### src/rtl/rst_supervisor_pkg.sv
package rst_supervisor_pkg;

  typedef enum logic [1:0] {
    ST_COLD = 2'd0,
    ST_RUN  = 2'd1,
    ST_WARM = 2'd2
  } supState_t;

  // strobes from control to datapath
  typedef struct packed {
    logic pulseEn;   // run the reset-width counter (else it clears)
    logic holdEn;    // allow hold-time counting while pressed
    logic holdClr;   // clear the hold-time counter
  } ctlStrb_t;

endpackage

### src/rtl/rst_supervisor_dp.sv
module rst_supervisor_dp
  import rst_supervisor_pkg::*;
#(
  parameter int COLD_CYC  = 900000,
  parameter int WARM_CYC  = 92,
  parameter int LONG_CYC  = 10000000,
  parameter int DEB_CYC   = 20000,
  parameter int SLOW_HALF = 250000,
  parameter int FAST_HALF = 62500
) (
  input  logic                          clk,
  input  logic                          rstI,
  input  logic                          btnRaw,
  input  ctlStrb_t                      strb,
  output logic                          debBtn,
  output logic [$clog2(LONG_CYC+1)-1:0] holdCnt,
  output logic                          coldDone,
  output logic                          warmDone,
  output logic [1:0]                    blink
);

  localparam int HOLD_W  = $clog2(LONG_CYC + 1);
  localparam int PULSE_W = $clog2(COLD_CYC + 1);
  localparam int DEB_W   = $clog2(DEB_CYC + 1);
  localparam int BLINK_W = $clog2(SLOW_HALF + 1);
  // two cycles of power-good synchronisation precede the cold count
  localparam logic [PULSE_W-1:0] COLD_LAST = PULSE_W'(COLD_CYC - 3);
  localparam logic [PULSE_W-1:0] WARM_LAST = PULSE_W'(WARM_CYC - 1);
  localparam logic [DEB_W-1:0]   DEB_LAST  = DEB_W'(DEB_CYC - 1);
  localparam logic [HOLD_W-1:0]  LONG_V    = HOLD_W'(LONG_CYC);

  logic [1:0]         btnSync;
  logic [DEB_W-1:0]   debCnt;
  logic [PULSE_W-1:0] pulseCnt;

  // button synchroniser and stability filter
  always_ff @(posedge clk or posedge rstI) begin
    if (rstI) begin
      btnSync <= '0;
      debCnt  <= '0;
      debBtn  <= 1'b0;
    end else begin
      btnSync <= {btnSync[0], btnRaw};
      if (btnSync[1] == debBtn) begin
        debCnt <= '0;
      end else if (debCnt == DEB_LAST) begin
        debBtn <= btnSync[1];
        debCnt <= '0;
      end else begin
        debCnt <= debCnt + 1'b1;
      end
    end
  end

  // press duration, saturating at the long threshold
  always_ff @(posedge clk or posedge rstI) begin
    if (rstI) begin
      holdCnt <= '0;
    end else if (strb.holdClr) begin
      holdCnt <= '0;
    end else if (strb.holdEn && debBtn && holdCnt != LONG_V) begin
      holdCnt <= holdCnt + 1'b1;
    end
  end

  // shared reset-width counter for cold and warm pulses
  always_ff @(posedge clk or posedge rstI) begin
    if (rstI)              pulseCnt <= '0;
    else if (strb.pulseEn) pulseCnt <= pulseCnt + 1'b1;
    else                   pulseCnt <= '0;
  end

  assign coldDone = (pulseCnt == COLD_LAST);
  assign warmDone = (pulseCnt == WARM_LAST);

  // blink phase generators: index 0 slow, index 1 fast
  for (genvar g = 0; g < 2; g++) begin : gBlink
    localparam int HALF = (g == 0) ? SLOW_HALF : FAST_HALF;
    localparam logic [BLINK_W-1:0] HALF_LAST = BLINK_W'(HALF - 1);
    logic [BLINK_W-1:0] cnt;
    always_ff @(posedge clk or posedge rstI) begin
      if (rstI) begin
        cnt      <= '0;
        blink[g] <= 1'b0;
      end else if (cnt == HALF_LAST) begin
        cnt      <= '0;
        blink[g] <= ~blink[g];
      end else begin
        cnt <= cnt + 1'b1;
      end
    end
  end


  no_overflow_chk: assert property (@(posedge clk) disable iff (rstI)
    holdCnt <= LONG_V);


  deb_settle_chk: assert property (@(posedge clk) disable iff (rstI)
    (debBtn != $past(debBtn)) |-> ($past(debCnt) == DEB_LAST));

endmodule

### src/rtl/rst_supervisor_ctl.sv
module rst_supervisor_ctl
  import rst_supervisor_pkg::*;
#(
  parameter int SHORT_CYC = 2000000,
  parameter int LONG_CYC  = 10000000
) (
  input  logic                          clk,
  input  logic                          rstI,
  input  logic                          debBtn,
  input  logic [$clog2(LONG_CYC+1)-1:0] holdCnt,
  input  logic                          coldDone,
  input  logic                          warmDone,
  input  logic [1:0]                    blink,
  output ctlStrb_t                      strb,
  output logic                          rstN,
  output logic                          bootSel,
  output logic                          wdogEn,
  output logic                          led
);

  localparam int HOLD_W = $clog2(LONG_CYC + 1);
  localparam logic [HOLD_W-1:0] SHORT_V = HOLD_W'(SHORT_CYC);
  localparam logic [HOLD_W-1:0] LONG_V  = HOLD_W'(LONG_CYC);

  supState_t state, nState;
  logic setBoot, togWd, ledNext;

  always_comb begin
    nState  = state;
    strb    = '0;
    setBoot = 1'b0;
    togWd   = 1'b0;
    unique case (state)
      ST_COLD: begin
        strb.pulseEn = 1'b1;
        strb.holdClr = 1'b1;
        if (coldDone) nState = ST_RUN;
      end
      ST_RUN: begin
        strb.holdEn = 1'b1;
        if (!debBtn && holdCnt != '0) begin
          strb.holdClr = 1'b1;
          if (holdCnt < SHORT_V) begin
            nState = ST_WARM;
          end else if (holdCnt < LONG_V) begin
            togWd = 1'b1;
          end else begin
            setBoot = 1'b1;
            nState  = ST_WARM;
          end
        end
      end
      ST_WARM: begin
        strb.pulseEn = 1'b1;
        strb.holdClr = 1'b1;
        if (warmDone) nState = ST_RUN;
      end
      default: nState = ST_COLD;
    endcase
  end

  always_comb begin
    if (state == ST_RUN && debBtn && holdCnt >= LONG_V)       ledNext = blink[1];
    else if (state == ST_RUN && debBtn && holdCnt >= SHORT_V) ledNext = blink[0];
    else                                                      ledNext = wdogEn ^ togWd;
  end

  always_ff @(posedge clk or posedge rstI) begin
    if (rstI) begin
      state   <= ST_COLD;
      rstN    <= 1'b0;
      bootSel <= 1'b0;
      wdogEn  <= 1'b0;
      led     <= 1'b0;
    end else begin
      state   <= nState;
      rstN    <= (nState == ST_RUN);
      bootSel <= bootSel | setBoot;
      wdogEn  <= wdogEn ^ togWd;
      led     <= ledNext;
    end
  end


  rst_rise_chk: assert property (@(posedge clk) disable iff (rstI)
    $rose(rstN) |-> $past(coldDone || warmDone));


  boot_hold_chk: assert property (@(posedge clk) disable iff (rstI)
    bootSel |=> bootSel);


  boot_with_rst_chk: assert property (@(posedge clk) disable iff (rstI)
    $rose(bootSel) |-> $fell(rstN));


  wdog_change_chk: assert property (@(posedge clk) disable iff (rstI)
    (wdogEn != $past(wdogEn)) |->
      ($past(state) == ST_RUN && !$past(debBtn) && $past(holdCnt) >= SHORT_V));

endmodule

### src/rtl/rst_supervisor.sv
module rst_supervisor
  import rst_supervisor_pkg::*;
#(
  parameter int CLK_HZ    = 1000000,
  parameter int COLD_CYC  = (CLK_HZ / 10) * 9,
  parameter int WARM_CYC  = ((CLK_HZ / 1000) * 92) / 1000,
  parameter int SHORT_CYC = 2 * CLK_HZ,
  parameter int LONG_CYC  = 10 * CLK_HZ,
  parameter int DEB_CYC   = CLK_HZ / 50,
  parameter int SLOW_HALF = CLK_HZ / 4,
  parameter int FAST_HALF = CLK_HZ / 16
) (
  input  logic clk,
  input  logic powerGood,
  input  logic btnRaw,
  output logic rstN,
  output logic bootSel,
  output logic wdogEn,
  output logic led
);

  localparam int HOLD_W = $clog2(LONG_CYC + 1);

  logic [1:0]        pgSync;
  logic              rstI;
  ctlStrb_t          strb;
  logic              debBtn, coldDone, warmDone;
  logic [HOLD_W-1:0] holdCnt;
  logic [1:0]        blink;

  // asynchronous assertion, synchronised release
  always_ff @(posedge clk or negedge powerGood) begin
    if (!powerGood) pgSync <= '0;
    else            pgSync <= {pgSync[0], 1'b1};
  end
  assign rstI = ~pgSync[1];

  rst_supervisor_dp #(
    .COLD_CYC (COLD_CYC),
    .WARM_CYC (WARM_CYC),
    .LONG_CYC (LONG_CYC),
    .DEB_CYC  (DEB_CYC),
    .SLOW_HALF(SLOW_HALF),
    .FAST_HALF(FAST_HALF)
  ) i_dp (
    .clk     (clk),
    .rstI    (rstI),
    .btnRaw  (btnRaw),
    .strb    (strb),
    .debBtn  (debBtn),
    .holdCnt (holdCnt),
    .coldDone(coldDone),
    .warmDone(warmDone),
    .blink   (blink)
  );

  rst_supervisor_ctl #(
    .SHORT_CYC(SHORT_CYC),
    .LONG_CYC (LONG_CYC)
  ) i_ctl (
    .clk     (clk),
    .rstI    (rstI),
    .debBtn  (debBtn),
    .holdCnt (holdCnt),
    .coldDone(coldDone),
    .warmDone(warmDone),
    .blink   (blink),
    .strb    (strb),
    .rstN    (rstN),
    .bootSel (bootSel),
    .wdogEn  (wdogEn),
    .led     (led)
  );

endmodule

### config.mk
export PLATFORM = sky130hd
export DESIGN_NAME = rst_supervisor
export DESIGN_NICKNAME = d
export VERILOG_FILES = /design/src/rtl/rst_supervisor_pkg.sv /design/src/rtl/rst_supervisor_dp.sv /design/src/rtl/rst_supervisor_ctl.sv /design/src/rtl/rst_supervisor.sv
export SDC_FILE = /design/constraint.sdc
export NUM_CORES = 1
export LEC_CHECK = 0
export CAP_MARGIN = 10
export CORE_ASPECT_RATIO = 0.8
export CORE_MARGIN = 2
export CORE_UTILIZATION = 45
export CTS_CLUSTER_SIZE = 10
export DETAILED_ROUTE_END_ITERATION = 12
export DONT_BUFFER_PORTS = 1
export MAX_ROUTING_LAYER = met4
export SLEW_MARGIN = 10
export SYNTH_ARGS = -nofsm -noshare
export SYNTH_HDL_FRONTEND = slang
export SYNTH_SLANG_ARGS = --single-unit
export TNS_END_PERCENT = 30
### constraint.sdc
create_clock -name clk -period 7.2 [get_ports clk]
set_input_delay 2.16 -clock clk [delete_from_list [all_inputs] [get_ports clk]]
set_output_delay 2.16 -clock clk [all_outputs]
set_load 0.01 [all_outputs]
* Yosys cells after proc, flatten, opt, wreduce, memory -nomap -nowiden
Cells that the tools add are included.
** Word-level totals
- Register bits after elaboration :: 108
- Word-level logic and storage cells :: 78
** Operators by class
- Add/subtract/negate cells :: 5
- Magnitude comparators :: 4
- Equal/unequal tests :: 10
- Multiplexer cells :: 27
- Bitwise logic cells :: 5
- Reductions and logical operators :: 12
** Operator list (count)
- 24-bit 2-to-1 mux :: 2
- 18-bit by 1-bit adder with 18-bit output, second input constant :: 2
- 18-bit 2-to-1 mux :: 2
- 15-bit 2-to-1 mux :: 2
- 24-bit by 1-bit adder with 24-bit output, second input constant :: 1
- 24-bit by 21-bit >= comparator with 1-bit output, second input constant :: 1
- 24-bit >= comparator, second input constant :: 1
- 24-bit by 21-bit < comparator with 1-bit output, second input constant :: 1
- 24-bit < comparator, second input constant :: 1
- 24-bit != test, second input constant :: 1
- 24-bit nonzero test :: 1
- 20-bit by 1-bit adder with 20-bit output, second input constant :: 1
- 20-bit equality test, second input constant :: 1
- 20-bit by 7-bit equality test with 1-bit output, second input constant :: 1
- 20-bit 2-to-1 mux :: 1
- 18-bit by 16-bit equality test with 1-bit output, second input constant :: 1
- 18-bit equality test, second input constant :: 1
- 15-bit by 1-bit adder with 15-bit output, second input constant :: 1
- 15-bit equality test, second input constant :: 1
- 1-bit 2-to-1 mux :: 13
- 2-bit 2-to-1 mux :: 5
- 1-bit logical AND :: 6
- 2-bit one-hot mux with 3 select lines :: 1
- 2-bit by 1-bit equality test with 1-bit output, second input constant :: 2
- other kinds (11) :: 13

* Depth between registers and ports, before layout
Gate-level depths: netlist of run 1.
- Word-level depth :: 8
- Mapped depth :: 8
- Mapped depth without buffers :: 7

* By module
From an unflattened synthesis of run 1, not the netlist that was laid out.
** Second synthesis, totals
- Cell total of the unflattened synthesis :: 577
- Area, all modules :: 5615.4 um^2
** By module, submodules not included
- rst_supervisor_dp :: instances 1, cells each 514, area each 5072.4 um^2
- rst_supervisor_ctl :: instances 1, cells each 59, area each 485.5 um^2
- rst_supervisor :: instances 1, cells each 4, area each 57.6 um^2

* Worst setup path after synthesis of run 1
No wires, ideal clock.
- Path type :: register to output
- Start point :: reg i_ctl.wdogEn
- End point :: out wdogEn
- Arrival :: 0.429 ns
- Data required time :: 5.040 ns
- Slack :: 4.611 ns
- Cell stages (with the launch flop) :: 1
- Path buffers :: 0
- Cell sequence :: dfrtp_1
** RTL lines
- start: declaration :: line rst_supervisor_ctl.sv:17 : output logic wdogEn,
- start signal: assignment :: line rst_supervisor_ctl.sv:79 : wdogEn <= wdogEn ^ togWd;
- end: declaration :: line rst_supervisor.sv:18 : output logic wdogEn,
No word-level cell between the ends.

* Worst setup path after layout of run 1
- Start point :: reg i_ctl.wdogEn
- End point :: out wdogEn
No word-level cell between the ends.

==> results of run 1 <==
## worst max path at each step
stage | startpoint | to | slack, ns | cells past startpoint
floorplan | pgSync[1]$_DFF_PN0_ | i_ctl.bootSel$_DFF_PN0_ | 3.97 | 0
global placement | i_ctl.wdogEn$_DFF_PN0_ | wdogEn | 4.59 | 0
detailed placement | i_ctl.wdogEn$_DFF_PN0_ | wdogEn | 4.58 | 0
CTS | i_ctl.wdogEn$_DFF_PN0_ | wdogEn | 4.20 | 0
global route | i_ctl.wdogEn$_DFF_PN0_ | wdogEn | 4.17 | 0
finish | i_ctl.wdogEn$_DFF_PN0_ | wdogEn | 4.21 | 0
## routing by layer
layer / GRT usage (%) / wire length [um] / vias up
met5: - / 0 / -
met4: 5.24 / 97 / 0
met3: 3.17 / 232 / 7
met2: 26.2 / 4280 / 39
met1: 24.0 / 5210 / 1842
li1: - / - / 1882
## area by class of cell
| cell class | instances | share of cell area (%) |
|---|---|---|
| multi-input cells | 396 | 43.3 |
| inverters | 23 | 1.50 |
| clock inverters | 6 | 0.672 |
| clock buffers | 10 | 4.14 |
| well taps | 148 | 3.21 |
| flip-flops and latches | 108 | 46.9 |
| repair buffers | 2 | 0.260 |
## through the flow
step	util (%)	hold slack, ns	setup WS [ns]	power, mW	cell area [sq um]
after floorplan	-	0.331	3.97	0.634	5350
after global placement	47.5	0.343	4.59	0.639	5490
after detailed placement	47.5	0.340	4.58	0.639	5490
after CTS	49.9	0.359	4.20	1.11	5770
after global routing	49.9	0.363	4.17	1.13	5770
final	49.9	0.330	4.21	1.09	5770
## flip-flops by register name, indices dropped and copies added, names as in the netlist, 2 cells and up
name,flops
i_dp.gBlink.cnt,36
i_dp.holdCnt,24
i_dp.pulseCnt,20
i_dp.debCnt,15
i_ctl.state,2
i_dp.blink,2
i_dp.btnSync,2
pgSync,2
## worst register-to-register path, stage by stage (launching register included)
cell	delay (ns)
sky130_fd_sc_hd__dfrtp_1	0.95
sky130_fd_sc_hd__nand3b_4	0.16
sky130_fd_sc_hd__or4_1	0.79
sky130_fd_sc_hd__nor4_2	0.36
sky130_fd_sc_hd__xnor2_1	0.17
sky130_fd_sc_hd__nor2_2	0.04
## cell usage in the layout, fill, tap and decap left out, drive strengths merged, types with 2 or more instances in the layout
cell type,netlist,final
nor2b,4,4
nor3,25,25
inv,23,24
o22ai,2,2
nor4b,6,6
a32oi,2,2
clkinvlp,0,2
xnor2,52,52
ha,7,7
clkbuf,8,10
nand3,27,27
clkinv,0,3
or3,11,11
dfrtp,108,108
nor2,83,83
o31ai,2,2
o21a,2,2
mux2i,2,2
buf,5,2
xor2,27,27
and4,7,7
or4,3,3
o21ai,15,15
nor4,17,17
or2,2,2
nand2,34,34
nand4,24,24
a21oi,11,11
and2,3,3
nor4bb,2,2
nand4bb,2,2
and3,6,6
nand4b,2,2
## cell families (layout without fill, tap and decap cells)
| group | Yosys count | in the layout |
|---|---|---|
| multiplexers | 3 | 3 |
| XOR/XNOR | 79 | 79 |
| other | 1 | 1 |
| AO/OA/AOI/OAI | 44 | 44 |
| adder cells (fa/ha/maj) | 7 | 7 |
| AND/OR/NAND/NOR | 262 | 262 |
| buffers and inverters | 36 | 41 |
| flip-flops | 108 | 108 |
## power by group
group	switching (mW)	internal, mW
Sequential	0.00630	0.609
Clock	0.222	0.244
Combinational	0.00910	0.00200
Total	0.237	0.854
==> results summary, run 1 <==
The first global-routing pass estimated 17,500 um of wire. The number of inserted diodes is 0. The number of warnings issued by yosys came out at 0. The total of max-cap violations came out at 0. The sequential fraction of the synthesis area came out at 50.5%. The total of cells resized after clock tree synthesis came out at 0. The most used standard cell by instance count after synthesis is sky130_fd_sc_hd__dfrtp_1. The data arrival time of the critical path came out at just over 0.8 ns. Setup repair after global routing left no endpoint under its margin. Measured along the x axis, the die boundary spans 126 um. The routed design has 9820 um of wire. Static timing analysis puts the maximum clock frequency at 0.335 GHz. The slack of the worst reg-to-reg path is 4.61 ns.

The adder-cell area share of the yosys netlist came out at 1.64%. The flow ran to the end, and the final reports show no timing, DRC or antenna violations. The number of pins exceeding their max-slew limit in the final report is 0. Entering global routing, the biggest net connects 64 pins. Clock tree synthesis selected as its root buffer the cell sky130_fd_sc_hd__clkbuf_16. The sequential cells in the finished layout cover a total of 0.00271 sq mm. The post-route antenna net violation count came out at 0. The fraction of synthesized area in multiplexers is 0.585%. The die height came out at just over 100 um. The proportion of synthesized flip-flops having asynchronous set or reset is 100%. The clock reaches the later pin of the worst-skew pair after 0.35 ns. The synthesized area divided by synthesized cell count came out at 9.90 sq um. The longest clock path from root to sink contains 2 buffers. Post-CTS timing repair inserted 0 buffers for setup. For the finished layout, the period the worst path requires is 2.99 ns. TritonCTS created 9 clock buffers. Clock tree synthesis found a total of 108 sinks. The total global routing track utilization came out at 17.3%. For the pin with the worst max-slew slack, the measured transition is 0.925 ns. Pin placement for this block handled 7 I/O pins. The synthesized netlist cell count is between 500 and 600. The initial antenna violation count came to 0.

The fraction of the mapped netlist area in simple logic gates is 26.3%. In the final routed layout, each cell accounts on average for 14.2 um. The critical path is of the flop to output pin type. The required arrival time at the worst endpoint is 5.04 ns. Dividing the detail-routed via count by the number of cells gives between 5 and 6.

The worst register-to-register path begins at i_ctl.state[0]$_DFF_PN0_. The number of DRC violations after detailed routing came out at 0. The depth of the most critical reg-to-reg path came out at 5. The count of H-tree levels built during CTS is 3. The area growth from synthesis to layout is 7.89%. The final weighted congestion in routability-driven placement came out at 0.830.

The worst hold path belongs to the class flop to async pin. Counting flops and latches in the post-synthesis netlist gives about 110. The fraction of synthesized cell area taken by the top area cell type is 50.5%. In the final design database the tool counted 550 nets. The leakage power figure is 2.41 nW. The hold-fix buffer count after cts is 0. The pre-antenna-repair detailed-routing pass consisted of 5 iterations.

The final hold violation count is 0. The maximum vdd ir drop came out at 116 uV. The area fraction in compound gates after synthesis is 5.22%.

Counting distinct cell types in the post-synthesis netlist gives 56. The final HPWL from detailed placement is 6660 um. The die footprint is 0.0128 sq mm.

The fill cell instance count of the final layout came out at around 1.1k. The count of port buffers added during placement is 0. Summing the areas of all xor and xnor instances in the mapped netlist gives about an eighth of the synthesized area. The number of standard-cell rows in the floorplan is 35. The worst slew margin relative to its limit is 38.3%. sky130_fd_sc_hd__dfrtp_1 takes more of the synthesized area than any other cell.

The power per cell area is 189 mW/mm^2. The number of global-route vias before repair came out at 3,684. The worst setup path is launched from a flop. The final instance count without filler cells is approximately 690. Of the cells placed in the final design, the portion with a size suffix greater than 1 is ~5.3%. The placeable core region came out at 0.0116 sq mm.

The clock arrives with a little over 0.008 ns of skew. After clock tree synthesis, the clock-pin slew on the worst setup and hold paths is about 0.070 ns. The via count of the routed design came out at roughly 3.8k. After synthesis, the cell types taking the most area are sky130_fd_sc_hd__dfrtp_1 (51%), sky130_fd_sc_hd__xnor2_1 (8.5%), sky130_fd_sc_hd__nor2_1 (5.8%). The predominant post-synthesis flop cell is sky130_fd_sc_hd__dfrtp_1. The count of placed standard cells including taps came out at 677. The first routing iteration left 253 violations. The TritonCTS clock tree is yes. Global routing finished with a remaining overflow of 0. The worst setup path is captured at an output pin.

The worst-path maximum fanout is 6. The post-synthesis net count came out at 550. The terminus of the critical flop-to-flop path is i_dp.holdCnt[18]$_DFFE_PN0P_. Adding up every negative setup slack in the final design gives 0 ns. The multi-input gate area in the final layout is 0.00250 sq mm.

In the synthesized netlist, the cells that appear most often are sky130_fd_sc_hd__dfrtp_1 (108), sky130_fd_sc_hd__nor2_1 (82), sky130_fd_sc_hd__xnor2_1 (52). The starting utilization of the core area is a little under half. In this run, synthesis inferred 0 flip-flops with an integrated enable.

By area, the combinational part of the netlist is dominated by simple AND/OR/NAND/NOR gates. The final cycle utilization of the critical path came out at 41.5%. Setup violations remaining at the end of the flow were counted as 0. The cell area after technology mapping came out at about 0.0053 sq mm.
(Power assumes the default switching activity.)
==> inputs of run 2 (changes only) <==
==> constraint.sdc (replaced) <==
create_clock -name clk -period 3.05 [get_ports clk]
set_input_delay 0.915 -clock clk [delete_from_list [all_inputs] [get_ports clk]]
set_output_delay 0.915 -clock clk [all_outputs]
set_load 0.01 [all_outputs]
==> results summary, run 2 (same netlist as run 1, synthesis figures left out) <==
The overall power is roughly 2.7 mW. The maximum root-to-sink buffer count came out at 2. STA classifies the critical path startpoint as a flop. The die is between 100 and 150 um wide.

The signal on the critical path passes through or4_1 -> nand4bb_1 -> o21ai_1 -> o21ai_1 -> buf_4 -> nor2_1. The initial antenna violation count is 0. Internal power comes to 2.10 mW. In this run, CTS created clock tree buffers numbering 9. The total global routing track utilization came out at about 18%. The power per cell area came out at approximately 460 mW/mm^2. The worst slew margin relative to its limit is between 40 and 50%. The final weighted congestion in routability-driven placement came out at 0.837. The first detailed-routing pass took 4 iterations. Detailed routing placed a total of 328 um of wire on met3. The via density per instance came out at 5.47. Summing all flip-flop and latch instances after layout gives 0.00271 sq mm.

The total I/O pin count is 7. The proportion of power drawn by the clock network came out at 45.2%. In this run the vertical extent of the chip is 101 um. The leakage power figure came out at 2.43 nW. The final net count is 551. The clock net in this run drives a total of roughly 110 sinks.

The number of global-route vias before repair is 3,635. Counting flops per register, the top entry is i_dp.gBlink.cnt. The run finished with clean final reports. The depth of the most critical reg-to-reg path came out at 6.

The biggest cell delay along the critical path came out at around 0.57 ns. The buffer count from post-CTS setup fixing is 0. The count of H-tree levels built during CTS is 3. The critical path in this run is classified as flop to flop.

The number of standard-cell rows in the floorplan is 35. The final hold violation count came out at 0. The portion of total power attributed to combinational logic came out at 0.9%. The minimum hold slack is 0.251 ns. The clock tree skew after final layout came out at between 0.009 and 0.01 ns. CTS placed an instance of sky130_fd_sc_hd__clkbuf_16 at the clock tree root.

The via count of the routed design is approximately 3.8k. The total routed wire length on the met1 layer is 5070 um. The maximum clock frequency is 0.448 GHz.

The number of pins exceeding their max-slew limit in the final report is 0. Leaving out fill and tap cells, the most frequent cell in the layout is sky130_fd_sc_hd__dfrtp_1. The fill cell instance count of the final layout is 1,073. In the layout the commonest cells are sky130_fd_sc_hd__dfrtp_1 (107), sky130_fd_sc_hd__nor2_1 (82), sky130_fd_sc_hd__xnor2_1 (52).

The highest metal layer carrying signal wires in the routed design is met4. The worst hold path belongs to the class input pin to async pin. The data arrival time of the critical path is roughly 2.5 ns. The TritonCTS clock tree is yes. The net switching fraction of the power is 22.2%. The maximum number of pins on one net before global-route repair came out at 63.

The largest registers in the layout are i_dp.gBlink.cnt (36), i_dp.holdCnt (24), i_dp.pulseCnt (20). The starting utilization of the core area came out at 46.2%. The multi-input gate area in the final layout came out at 0.00250 sq mm. The combined buffer and inverter count along the critical path came out at 1. The routed design has between 10,000 and 15,000 um of wire. Summed over all nets, the switching power comes to 0.598 mW. The setup total negative slack came out at 0 ns. Setup repair after global routing left no endpoint under its margin.

The per-cell routed wire length is ~14 um. STA classifies the critical path endpoint as a flop. The measured slew at the worst slew-check pin is 0.817 ns.

The register with the most flip-flops in the layout has 36 of them. The final cycle utilization of the critical path is between 70% and 80%. The share of total power in sequential cells is 53.9%. Among all stages on the critical path, the largest delay is contributed by sky130_fd_sc_hd__or4_1.

In this run, the number of DRC markers left after iteration 0 of detailed routing was 220. In this design, the critical path's most frequently occurring cell is sky130_fd_sc_hd__o21ai_1. The post-route antenna net violation count came out at 0. The placeable core region is 0.0116 sq mm.

The number of inserted diodes came out at 0. Counting buffers and inverters, the worst setup path is 6 cells deep. The setup check on the worst reg-to-reg path leaves a slack of 0.82 ns. Cells with a size suffix above 1 make up 5.31% of the layout. The relative area change from synthesis to final layout is 8.82%.

Buffers placed on the I/O ports in this run total 0. The number of setup violations in the final report is 0. The number of gates resized after CTS was 0. The later pin in the worst-skew pair is clocked with a latency of approximately 0.35 ns. The total of max-cap violations came out at 0. Among cell families on the critical path, the largest total delay comes from simple AND/OR/NAND/NOR gates. The aggregate global routing overflow is 0.

The total met2 wirelength after detailed routing came out at between 4000 and 5000 um. Clock-pin slew was measured on the worst setup and hold paths at 0.07 ns. The worst-path maximum fanout is 15.

The wire length of the first global-routing pass is 17,500 um. The required arrival time at the worst endpoint is 3.33 ns. The maximum vdd ir drop is 251 uV. The minimum clock period after layout came out at 2.23 ns. The die footprint came out at 0.0128 sq mm.

For this run, design rule violations remaining after detail routing come to 0. The final HPWL from detailed placement came out at roughly 7000 um. The number of hold buffers added after CTS was 0.
-- run 2: final cells by class --
type	instances	area share (%)
inverter	23	1.48
sequential	108	46.5
multi-input combinational	396	42.9
clock buffer	10	3.94
tap	148	3.18
timing repair buffer	3	0.602
clock inverter	6	1.35
-- run 2: routing by layer --
layer	vias up	GRT usage (%)
met1	1849	24.6
met2	47	25.4
met4	0	6.76
met5	-	-
li1	1886	-
met3	16	4.17
-- run 2: path summary, 6_finish.rpt --
kind                                              start                      endpoint
min in group clk                    pgSync[0]$_DFF_PN0_           pgSync[1]$_DFF_PN0_
setup / recovery           i_dp.holdCnt[11]$_DFFE_PN0P_  i_dp.holdCnt[12]$_DFFE_PN0P_
setup reg to reg           i_dp.holdCnt[11]$_DFFE_PN0P_  i_dp.holdCnt[12]$_DFFE_PN0P_
hold / removal                                powerGood           pgSync[1]$_DFF_PN0_
hold reg to reg                     pgSync[0]$_DFF_PN0_           pgSync[1]$_DFF_PN0_
max in group asynchronous           pgSync[1]$_DFF_PN0_      i_dp.debCnt[9]$_DFF_PN0_
-- run 2: power groups by stage --
| stage | registers [mW] | logic, mW | clock network (mW) |
|---|---|---|---|
| 6_report | 1.46 | 0.0237 | 1.22 |
| 5_1_grt | 1.46 | 0.0279 | 1.31 |
| 4_1_cts | 1.46 | 0.0252 | 1.27 |
| 3_5_place_dp | 1.49 | 0.0251 | 0 |
| 3_3_place_gp | 1.49 | 0.0248 | 0 |
| 2_1_floorplan | 1.49 | 0.00887 | 0 |
-- run 2: stage by stage --
stage | setup WS [ns] | instances | area, sq um | util [%]
floorplan | 1.19 | 540 | 5350 | -
global placement | 0.941 | 678 | 5510 | 47.7
detailed placement | 0.837 | 678 | 5510 | 47.7
CTS | 0.804 | 694 | 5820 | 50.3
global route | 0.585 | 694 | 5820 | 50.3
finish | 0.817 | 694 | 5820 | 50.3
==> inputs of run 3 (changes only) <==
--- a/config.mk
+++ b/config.mk
@@ -5,6 +5,7 @@
 export SDC_FILE = /design/constraint.sdc
 export NUM_CORES = 1
 export LEC_CHECK = 0
+export ABC_AREA = 1
 export CAP_MARGIN = 10
 export CORE_ASPECT_RATIO = 0.8
 export CORE_MARGIN = 2
==> constraint.sdc (replaced) <==
create_clock -name clk -period 2.1 [get_ports clk]
set_input_delay 0.63 -clock clk [delete_from_list [all_inputs] [get_ports clk]]
set_output_delay 0.63 -clock clk [all_outputs]
set_load 0.01 [all_outputs]
==> results summary, run 3 <==
The fraction of synthesized cell area taken by the top area cell type is 43.7%. In the final layout, the share of cells above drive strength 1 is 10.5%. The number of global-route vias before repair came out at 4,849.

The number of pins exceeding their max-slew limit in the final report was 0. Clock skew on the completed layout was measured at around 0.0086 ns. The number of DRC violations after detailed routing is 0.

The number of different library cells used by synthesis comes to 41. The tree is rooted in a sky130_fd_sc_hd__clkbuf_16. The worst hold path belongs to the class flop to async pin. The maximum number of pins on one net before global-route repair came out at 51. The placeable core region is 0.0135 sq mm.

The detailed router finished its first iteration with 443 violations. In this design, the stage delay of the slowest critical-path cell is 0.43 ns. The die footprint came out at between 0.01 and 0.015 sq mm. After detailed routing, the number of vias per cell comes to 5.26. The TritonCTS clock tree is yes. The net switching fraction of the power came out at 21.1%. Summing the areas of all fa, ha and maj instances in the mapped netlist gives 1.42% of the synthesized area. The final HPWL from detailed placement came out at 9720 um. In this run the remaining antenna-violating nets after routing total 0.

The synthesized area divided by synthesized cell count came out at 7.84 sq um. The power per cell area is 582 mW/mm^2. The proportion of synthesized flip-flops having asynchronous set or reset is 100%. The portion of total power attributed to combinational logic is around 1.4%. The final net count is 811. The combinational family with the most area after synthesis is simple AND/OR/NAND/NOR gates. In this run the number of H-tree levels came out at 3. The aggregate global routing overflow came out at 0. The leakage power figure came out at 3.15 nW. The clock latency at the later pin of the worst-skew pair came out at 0.35 ns. Multiplexer cells account for less than 1% of the synthesized area. At the worst endpoint, the arrival time is 2.15 ns. The synthesized flop and latch total is about 110. The worst setup path is captured at a flop. The via count of the routed design came out at 5,190. The number of warnings issued by yosys came out at 0.

The die height is 109 um. The synthesized netlist cell count is 789. For this run, global-route usage on met1 was measured as 27.8%.

The chip width is about 140 um. Counting every sink on the clock net gives 108. The maximum vdd ir drop came out at 406 uV. The critical path is of the flop to flop type.

The cell-internal power is roughly 3.1 mW. The sequential fraction of the synthesis area is 43.7%. The global routing met3 resource utilization came out at 3.91%. The global routing stage identified its most utilized layer as met2. The flow ran to the end, and the final reports show no timing, DRC or antenna violations. The total iterations of the first detailed-routing run is 5.

The count of port buffers added during placement came out at 0. Among the stages of the critical path, the cell type that occurs most often is sky130_fd_sc_hd__nand3_1. The worst-path maximum fanout came out at 14. The area fraction in compound gates after synthesis came out at under 10%. The post-synthesis net count is 799.

Leaving out fill and tap cells, the most frequent cell in the layout is sky130_fd_sc_hd__nand2_1. The total wire length after detailed routing is 13,100 um. Yosys instantiated no cell more often than sky130_fd_sc_hd__nand2_1. The proportion of power drawn by the clock network came out at 45.1%.

The area growth from synthesis to layout is 9.06%. The minimum clock period after layout came out at 1.90 ns. Hold timing on the final database bottoms out at a slack of around 0.24 ns. Setup repair after global routing left no endpoint under its margin. The final hold violation count came out at 0. The total I/O pin count is 7.

The required arrival time at the worst endpoint came out at between 2 and 2.5 ns. In the synthesized netlist the dominant register cell turns out to be sky130_fd_sc_hd__dfrtp_1. The starting utilization of the core area is between 40% and 50%. The setup total negative slack came out at 0 ns. The repair_antennas step left the layout with diodes totalling 0. Traced cell by cell, the critical path runs through inv_1 -> ha_1 -> nand3_1 -> nor2_1 -> nand3_1 -> nand2_2 -> nor2_4 -> nor2_8 -> nand2_4 -> inv_2 -> nand2_1 -> o31ai_1. The global-route track usage on met2 came out at 28.5%. The initial antenna violation count came to 0. The worst setup path is launched from a flop. For this run, the top clock speed supported by timing is 0.526 GHz. The total of max-cap violations is 0.

The clock-pin slew on the worst setup and hold paths came out at 0.07 ns. The total global routing track utilization is 19.5%. By count the netlist is led by sky130_fd_sc_hd__nand2_1 (130), sky130_fd_sc_hd__inv_1 (112), sky130_fd_sc_hd__dfrtp_1 (108).

The cell area after technology mapping is 0.00619 sq mm. Registers are responsible for 53.5% of the overall power. The number of setup violations in the final report is 0. The number of flops mapped to enable cells by yosys is 0. The maximum root-to-sink buffer count came out at 2.

The wire length of the first global-routing pass came out at between 20,000 and 25,000 um. In the layout the commonest cells are sky130_fd_sc_hd__nand2_1 (130), sky130_fd_sc_hd__inv_1 (112), sky130_fd_sc_hd__dfrtp_1 (107). The library cell with the largest summed area after synthesis is sky130_fd_sc_hd__dfrtp_1. The final weighted congestion in routability-driven placement is 0.951. The number of standard-cell rows in the floorplan is 38.

By area the synthesized netlist is led by sky130_fd_sc_hd__dfrtp_1 (44%), sky130_fd_sc_hd__nand2_1 (7.9%), sky130_fd_sc_hd__inv_1 (6.8%). Of the total synthesized cell area, the portion taken by AND, OR, NAND and NOR gates is 33.2%. For this design the total switching power over the nets is a little over 0.8 mW. The flip-flop count of the largest register after layout is 36.

In the final layout, the registers with the most flip-flops are i_dp.gBlink.cnt (36), i_dp.holdCnt (24), i_dp.pulseCnt (20). After detailed routing, the average wire length per cell comes to 13.3 um. Ranked by flip-flop count, first place goes to i_dp.gBlink.cnt. The share of the synthesized netlist area taken by xor and xnor gates came out at 4.51%. The critical path's slowest cell is sky130_fd_sc_hd__dfrtp_1. The number of buffers added by the clock tree synthesis step came out at 9. The final cycle utilization of the critical path is around nine tenths.
## run 3: cell count changes after synthesis, moves of 9 or more
cell and delta:
sky130_fd_sc_hd__inv_2 +13, sky130_fd_sc_hd__o21ai_1 +10, sky130_fd_sc_hd__nor2_2 +9, sky130_fd_sc_hd__nand2_1 +96, sky130_fd_sc_hd__or3_1 -11, sky130_fd_sc_hd__o21ai_0 +11
sky130_fd_sc_hd__nand3_1 +35, sky130_fd_sc_hd__nor2_1 +15, sky130_fd_sc_hd__inv_1 +90, sky130_fd_sc_hd__xnor2_1 -48, sky130_fd_sc_hd__a21oi_1 +24, sky130_fd_sc_hd__nor3_1 +11
## run 3: logic make-up (layout without fill, tap and decap cells)
group | after synthesis | in the layout
and+or+nand+nor | 416 | 416
other | 1 | 1
DFF | 108 | 108
muxes | 1 | 1
adders and majority gates | 7 | 7
AOI/OAI and AO/OA | 89 | 89
xor gates and xnor gates | 31 | 31
buffers and inverters | 136 | 153
## run 3: worst paths after layout
path | to | cells past startpoint | start | slack, ns
hold / removal | i_dp.holdCnt[7]$_DFFE_PN0P_ | 0 | pgSync[1]$_DFF_PN0_ | 0.24
max in group asynchronous | i_ctl.wdogEn$_DFF_PN0_ | 1 | pgSync[1]$_DFF_PN0_ | 1.27
min in group clk | i_dp.btnSync[0]$_DFF_PN0_ | 0 | btnRaw | 0.30
hold reg to reg | i_dp.holdCnt[7]$_DFFE_PN0P_ | 0 | pgSync[1]$_DFF_PN0_ | 0.24
setup reg to reg | i_dp.holdCnt[14]$_DFFE_PN0P_ | 12 | i_dp.holdCnt[0]$_DFFE_PN0P_ | 0.20
setup / recovery | i_dp.holdCnt[14]$_DFFE_PN0P_ | 12 | i_dp.holdCnt[0]$_DFFE_PN0P_ | 0.20
## run 3: layer usage
| metal | up-vias | wire length, um | share of wire (%) |
|---|---|---|---|
| met5 | - | 0 | 0 |
| met4 | 0 | 142 | 1.1 |
| met3 | 20 | 714 | 5.4 |
| met2 | 138 | 5710 | 44 |
| met1 | 2430 | 6550 | 50 |
| li1 | 2602 | - | - |
## run 3: power by group through the flow
| stage | registers (mW) | clock network (mW) | logic (mW) |
|---|---|---|---|
| finish | 2.10 | 1.77 | 0.0549 |
| global route | 2.10 | 1.89 | 0.0652 |
| CTS | 2.10 | 1.81 | 0.0583 |
| detailed placement | 2.14 | 0 | 0.0559 |
| global placement | 2.14 | 0 | 0.0551 |
| floorplan | 2.16 | 0 | 0.0140 |
## run 3: final cells by class
type | instances | area [sq um]
timing repair buffer | 11 | 97.6
tap | 180 | 225
multi-input combinational | 545 | 2940
inverter | 126 | 475
sequential | 108 | 2710
fill | 1334 | 6750
clock inverter | 3 | 43.8
clock buffer | 13 | 260
## run 3: worst max-delay path: cells and delay by family, from the launching register on
kind | cells | cell delay (ns)
AO/OA/AOI/OAI | 1 | 0.08
adder cells (fa/ha/maj) | 1 | 0.15
buffers and inverters | 2 | 0.21
flip-flops | 1 | 0.43
AND/OR/NAND/NOR | 8 | 0.92
## run 3: through the flow
| step | utilization [%] | instances | instance area (sq um) | setup slack (ns) | total power [mW] |
|---|---|---|---|---|---|
| after CTS | 49.9 | 986 | 6740 | 0.110 | 3.98 |
| after global routing | 50.0 | 986 | 6750 | 0.0140 | 4.06 |
| after detailed placement | 47.6 | 969 | 6430 | 0.135 | 2.20 |
| after global placement | 47.6 | 969 | 6430 | 0.208 | 2.20 |
| final | 50.0 | 986 | 6750 | 0.197 | 3.93 |
| after floorplan | - | 789 | 6190 | 0.291 | 2.17 |
## run 3: repair_timing
action                                  in CTS  in global routing
endpoints found under the hold margin        2                  0
resized for setup                            0                  3
endpoints found under the setup margin       0                  9
buffers inserted                             0                  0
hold buffers                                 1                  0
